<file path="config.mk">
export PLATFORM = sky130hd
export DESIGN_NAME = xbar_cfg_port
export DESIGN_NICKNAME = d
export VERILOG_FILES = /design/src/rtl/xcfg_pkg.sv /design/src/rtl/xcfg_ctrl.sv /design/src/rtl/xcfg_store.sv /design/src/rtl/xbar_cfg_port.sv
export SDC_FILE = /design/constraint.sdc
export NUM_CORES = 1
export LEC_CHECK = 0
export BUFFER_PORTS_ARGS = -buffer_cell sky130_fd_sc_hd__buf_2
export CORE_MARGIN = 3
export CORE_UTILIZATION = 52
export CTS_CLUSTER_DIAMETER = 200
export CTS_CLUSTER_SIZE = 10
export DETAILED_ROUTE_END_ITERATION = 10
export GPL_TIMING_DRIVEN = 0
export PLACE_DENSITY = 0.78
export SLEW_MARGIN = 20
export SYNTH_ARGS = -nofsm -noshare
export SYNTH_HDL_FRONTEND = slang
export SYNTH_SLANG_ARGS = --single-unit
</file>
<file path="constraint.sdc">
create_clock -name clk -period 2.94 [get_ports clk]
set_input_delay 0.294 -clock clk [delete_from_list [all_inputs] [get_ports clk]]
set_output_delay 0.294 -clock clk [all_outputs]
set_load 0.05 [all_outputs]
</file>
<file path="src/rtl/xcfg_pkg.sv">
`timescale 1ns/1ps
package xcfg_pkg;
  typedef struct packed {
    logic wrStb;
    logic xferStb;
    logic rdStb;
    logic addrOk;
  } cfgStrobes_t;
endpackage

</file>
<file path="src/rtl/xcfg_ctrl.sv">
`timescale 1ns/1ps
module xcfg_ctrl #(
  parameter int NUM_OUT = 17,
  parameter int ADDR_W  = 5
) (
  input  logic                 csN,
  input  logic                 weN,
  input  logic                 reN,
  input  logic                 updN,
  input  logic [ADDR_W-1:0]    addr,
  output xcfg_pkg::cfgStrobes_t stb
);
  // Chip select gates every host action; reset is handled in the datapath.
  always_comb begin
    stb.wrStb   = !csN && !weN;
    stb.xferStb = !csN && !updN;
    stb.rdStb   = !csN && !reN;
    stb.addrOk  = (32'(addr) < NUM_OUT);
  end
endmodule

</file>
<file path="src/rtl/xcfg_store.sv">
`timescale 1ns/1ps
module xcfg_store #(
  parameter int NUM_OUT = 17,
  parameter int NUM_IN  = 33,
  parameter int ADDR_W  = 5,
  parameter int WORD_W  = 7
) (
  input  logic                        clk,
  input  logic                        rstN,
  input  xcfg_pkg::cfgStrobes_t       stb,
  input  logic [ADDR_W-1:0]           addr,
  input  logic [WORD_W-1:0]           dataIn,
  output logic [WORD_W-1:0]           dataOut,
  output logic                        dataOe,
  output logic [NUM_OUT*(WORD_W-1)-1:0] selVec,
  output logic [NUM_OUT-1:0]          enVec,
  output logic [NUM_OUT-1:0]          badSel
);
  localparam int SEL_W = WORD_W - 1;
  localparam int IDX_W = $clog2(NUM_OUT);
  localparam logic [SEL_W-1:0] MAX_SEL = SEL_W'(NUM_IN - 1);

  logic [NUM_OUT-1:0][SEL_W-1:0] selR1, selR2;
  logic [NUM_OUT-1:0]            enR1, enR2;
  logic [IDX_W-1:0]              idx;
  logic [WORD_W-1:0]             rdWord;

  assign idx = IDX_W'(addr);

  // First rank and second-rank select fields: no reset, contents start undefined.
  always_ff @(posedge clk) begin
    if (stb.wrStb && stb.addrOk) begin
      selR1[idx] <= dataIn[SEL_W-1:0];
      enR1[idx]  <= dataIn[WORD_W-1];
    end
    if (stb.xferStb) selR2 <= selR1;
  end

  // Second-rank enables: the only storage the global reset touches.
  always_ff @(posedge clk or negedge rstN) begin
    if (!rstN)             enR2 <= '0;
    else if (stb.xferStb)  enR2 <= enR1;
  end

  always_comb begin
    rdWord = '0;
    if (stb.addrOk) rdWord = {enR2[idx], selR2[idx]};
  end

  assign dataOe  = stb.rdStb;
  assign dataOut = stb.rdStb ? rdWord : '0;
  assign selVec  = selR2;
  assign enVec   = enR2;

  for (genvar g = 0; g < NUM_OUT; g++) begin : gBad
    assign badSel[g] = (selR2[g] > MAX_SEL);
  end


  wr_capture_chk: assert property (@(posedge clk) disable iff (!rstN)
    (stb.wrStb && stb.addrOk) |=> ({enR1[$past(idx)], selR1[$past(idx)]} == $past(dataIn)));


  xfer_copy_chk: assert property (@(posedge clk) disable iff (!rstN)
    stb.xferStb |=> (selR2 == $past(selR1)) && (enR2 == $past(enR1)));


  rank2_hold_chk: assert property (@(posedge clk) disable iff (!rstN)
    !stb.xferStb |=> $stable(selR2) && $stable(enR2));
endmodule

</file>
<file path="src/rtl/xbar_cfg_port.sv">
`timescale 1ns/1ps
module xbar_cfg_port #(
  parameter int NUM_OUT = 17,
  parameter int NUM_IN  = 33,
  parameter int ADDR_W  = 5,
  parameter int WORD_W  = 7
) (
  input  logic                          clk,
  input  logic                          rstN,
  input  logic                          csN,
  input  logic                          weN,
  input  logic                          reN,
  input  logic                          updN,
  input  logic [ADDR_W-1:0]             addr,
  input  logic [WORD_W-1:0]             dataIn,
  output logic [WORD_W-1:0]             dataOut,
  output logic                          dataOe,
  output logic [NUM_OUT*(WORD_W-1)-1:0] selVec,
  output logic [NUM_OUT-1:0]            enVec,
  output logic [NUM_OUT-1:0]            badSel
);
  localparam int SEL_W = WORD_W - 1;
  xcfg_pkg::cfgStrobes_t stb;

  xcfg_ctrl #(.NUM_OUT(NUM_OUT), .ADDR_W(ADDR_W)) ctrl (
    .csN(csN), .weN(weN), .reN(reN), .updN(updN), .addr(addr), .stb(stb)
  );

  xcfg_store #(.NUM_OUT(NUM_OUT), .NUM_IN(NUM_IN), .ADDR_W(ADDR_W), .WORD_W(WORD_W)) store (
    .clk(clk), .rstN(rstN), .stb(stb), .addr(addr), .dataIn(dataIn),
    .dataOut(dataOut), .dataOe(dataOe), .selVec(selVec), .enVec(enVec), .badSel(badSel)
  );


  cs_idle_chk: assert property (@(posedge clk) disable iff (!rstN)
    csN |=> $stable(selVec) && $stable(enVec));


  rd_word_chk: assert property (@(posedge clk) disable iff (!rstN)
    (dataOe && (32'(addr) < NUM_OUT)) |->
      (dataOut == {enVec[addr], selVec[addr*SEL_W +: SEL_W]}));
endmodule

</file>
==> metrics.txt <==
Worst Reg-to-Reg Cells 1; WP depth 6; Final Cell Area 10600 µm²; Achievable Freq 0.409 GHz; HPWL after detailed placement roughly 14000 µm; xor and xnor area share after synthesis 0%; type of the most critical hold path primary input to flop; nets roughly 650; Final setup viols 0; status complete, no violations; Congestion Overflow GR 0; min-delay src weN; CTS tree yes; worst path required time roughly 2.7 ns; vias per inst 5.77; Setup WS pre-CTS between 0.2 and 0.25 ns; pwr dens 683 nW/µm²; RSZ-0062 raised after global routing false; Register Area 7060 µm²; Seq/Total Area, Yosys 81.1%; CTS Sinks 238; CP Capture Point dataOut[2]; reg-to-reg endpoint store.enVec[2]$_DFFE_PN0P_; CTS max path bufs 3; pin count of the biggest net entering global routing 71; minimum clock period 2.45 ns; Num CTS Buffers 27; boundary pin count 162; Critical Path, Cell by Cell buf_2, or4_4, nor2_2, a222oi_1, a31oi_1, buf_2; most common cell after layout, fill and taps aside edfxtp_1; global-route wire length before repair 30700 µm; initial antenna violation count 0; crit path launch type primary input; Gate Count Post-Synth 444; Pre-antenna DRT Iters 5; ANT nets after route 0; vias in the first global route about 5k; starting density of the core 54.0%; Final Cycle Share approximately 83%; Synth Area in Adders 0%; area grow syn2layout 21.7%; CP Data Arrival Time roughly 2.2 ns; Worst Tran Pin Value ~1 ns; Top cell by count, worst path buf_2; post-layout util between 60 and 70%; launching point of the worst reg2reg path store.enVec[2]$_DFFE_PN0P_; R2R Setup Slk approximately 2.1 ns; Synth Net Count 462; area of the multi-input gates approximately 1600 µm²; WL/cell about 24 µm; Max Clock Skew ~0.013 ns; synth warn 0; total core area 16100 µm²; full die area approximately 18000 µm²; fraction of layout instances using a drive strength above 1 a little over a third; Synth Area in Compound Gates 3.91%; CP Max Fanout 7; syn avg cell area around 20 µm²; CTS H-tree depth 1; cell area after placement 9810 µm²; post-synthesis simple-gate area fraction between 4 and 5%; die height about 140 µm; Total Routing Usage GR 22.6%; Synth cell types 34; final hold violations 0; Slew headroom 32.5%; most frequent cells in the layout edfxtp_1, buf_2, mux2_2, clkbuf_1, mux2i_1; die width 135 µm; worst setup path class primary input to output port; mux cell area share after synthesis 9.04%; Critical Path Max Stage Delay approximately 0.57 ns; IO buf count between 150 and 200; crit path from addr[3]; Root Buffer clkbuf_16; Slew Viols, Final 0; Final WS setup 0.494 ns; clock-pin slew on the worst setup and hold paths 0.05 ns; Peak VDD IR around 540 µV; clk_lat worst skew ~0.52 ns; drt drc 0; Syn Std Cell Area 8710 µm²; std cell rows between 40 and 50; MaxCap Viol Count 0; drt total wl 20900 µm; FILL cells between 1k and 1.5k; largest family of logic cells by synthesized area multiplexers; Yosys reg bits 238; DR iter-0 viols approximately 430; CP delay by family, top simple AND/OR/NAND/NOR gates; CP max stage cell or4_4; Static Leakage 3.81 nW; post-cts resize count 0; Via Count 5027; Buf+Inv Stages, Crit Path 2; GPL Wtd Cong 1.03; crit path capture type output port
cells in the mapped netlist:
master / number / area, µm²
buf_4: 1 / 7.51
nor2_2: 1 / 6.26
nor3_1: 4 / 20.0
and2_0: 1 / 6.26
nand3_1: 9 / 45.0
nand2_1: 15 / 56.3
nor4_1: 1 / 6.26
mux2i_1: 28 / 280
nor3_2: 1 / 10.0
nand4_1: 1 / 6.26
buf_2: 6 / 30.0
nand2b_1: 1 / 6.26
or4_1: 17 / 128
nor4_2: 1 / 12.5
a211o_1: 1 / 8.76
a31oi_1: 6 / 37.5
edfxtp_1: 221 / 6640
or3_1: 1 / 6.26
a21oi_1: 9 / 45.0
clkbuf_1: 7 / 26.3
a222oi_1: 6 / 60.1
dfrtp_1: 17 / 425
o21a_1: 17 / 128
nor2b_1: 3 / 18.8
nor2_1: 16 / 60.1
a22oi_1: 7 / 52.6
and2_1: 3 / 18.8
mux2_2: 29 / 327
or4_4: 1 / 11.3
buf_6: 2 / 22.5
mux4_2: 8 / 180
inv_1: 1 / 3.75
and3b_1: 1 / 8.76
a32oi_1: 1 / 8.76
area by class of cell:
type                    count  area share [%]
diodes                      1          0.0236
plain buffers              16           0.874
clock buffers              49            7.25
inverters                   1          0.0354
multi-input cells         189            14.7
flip-flops and latches    238            66.7
well taps                 216            2.55
repair buffers            161            7.87
flip-flops by register name (all words and copies together) (netlist names):
name          flops
store.selR1     102
store.selVec    102
store.enVec      17
store.enR1       17
where the power goes:
part | total [W] | switching, W | internal [W] | leakage, nW
logic | 0.000517 | 0.000386 | 0.000132 | 1.21
registers | 0.00379 | 0.0000401 | 0.00375 | 2.23
clock network | 0.00293 | 0.00119 | 0.00174 | 0.365
layer usage:
| metal | global-route usage [%] | wire (µm) | up-vias |
|---|---|---|---|
| li1 | - | - | 2179 |
| met1 | 30.3 | 8100 | 2513 |
| met2 | 37.3 | 10400 | 291 |
| met3 | 4.57 | 1820 | 44 |
| met4 | 7.95 | 588 | 0 |
| met5 | 0 | 0 | - |
cell families after synthesis:
family	after synthesis
compound gates	47
buf+inv	17
flops	238
mux	65
simple gates	77
how the worst min path moves through the flow:
stage               cells past startpoint                          end  slack [ns]
finish                                  2     store.enR1[16]$_DFFE_PP_        0.20
global route                            2   store.selR1[101]$_DFFE_PP_        0.20
CTS                                     2     store.enR1[16]$_DFFE_PP_        0.18
detailed placement                      1  store.enVec[11]$_DFFE_PN0P_        0.26
global placement                        1  store.enVec[11]$_DFFE_PN0P_        0.25
floorplan                               0   store.enVec[0]$_DFFE_PN0P_      -0.002
through the flow:
step	setup TNS, ns	instances	power (W)	hold slack (ns)
after floorplan	0	444	0.00419	-0.00159
after global placement	-49.31	819	0.00436	0.251
after detailed placement	0	820	0.00437	0.256
after CTS	0	870	0.00727	0.185
after global routing	0	870	0.00745	0.196
final	0	871	0.00724	0.201
timing repair:
action	in CTS	in global routing
hold buffers	1	0
setup endpoints to repair	0	0
hold endpoints to repair	17	0
setup buffers	0	0
Note: power is estimated with default switching activity, not from simulation.
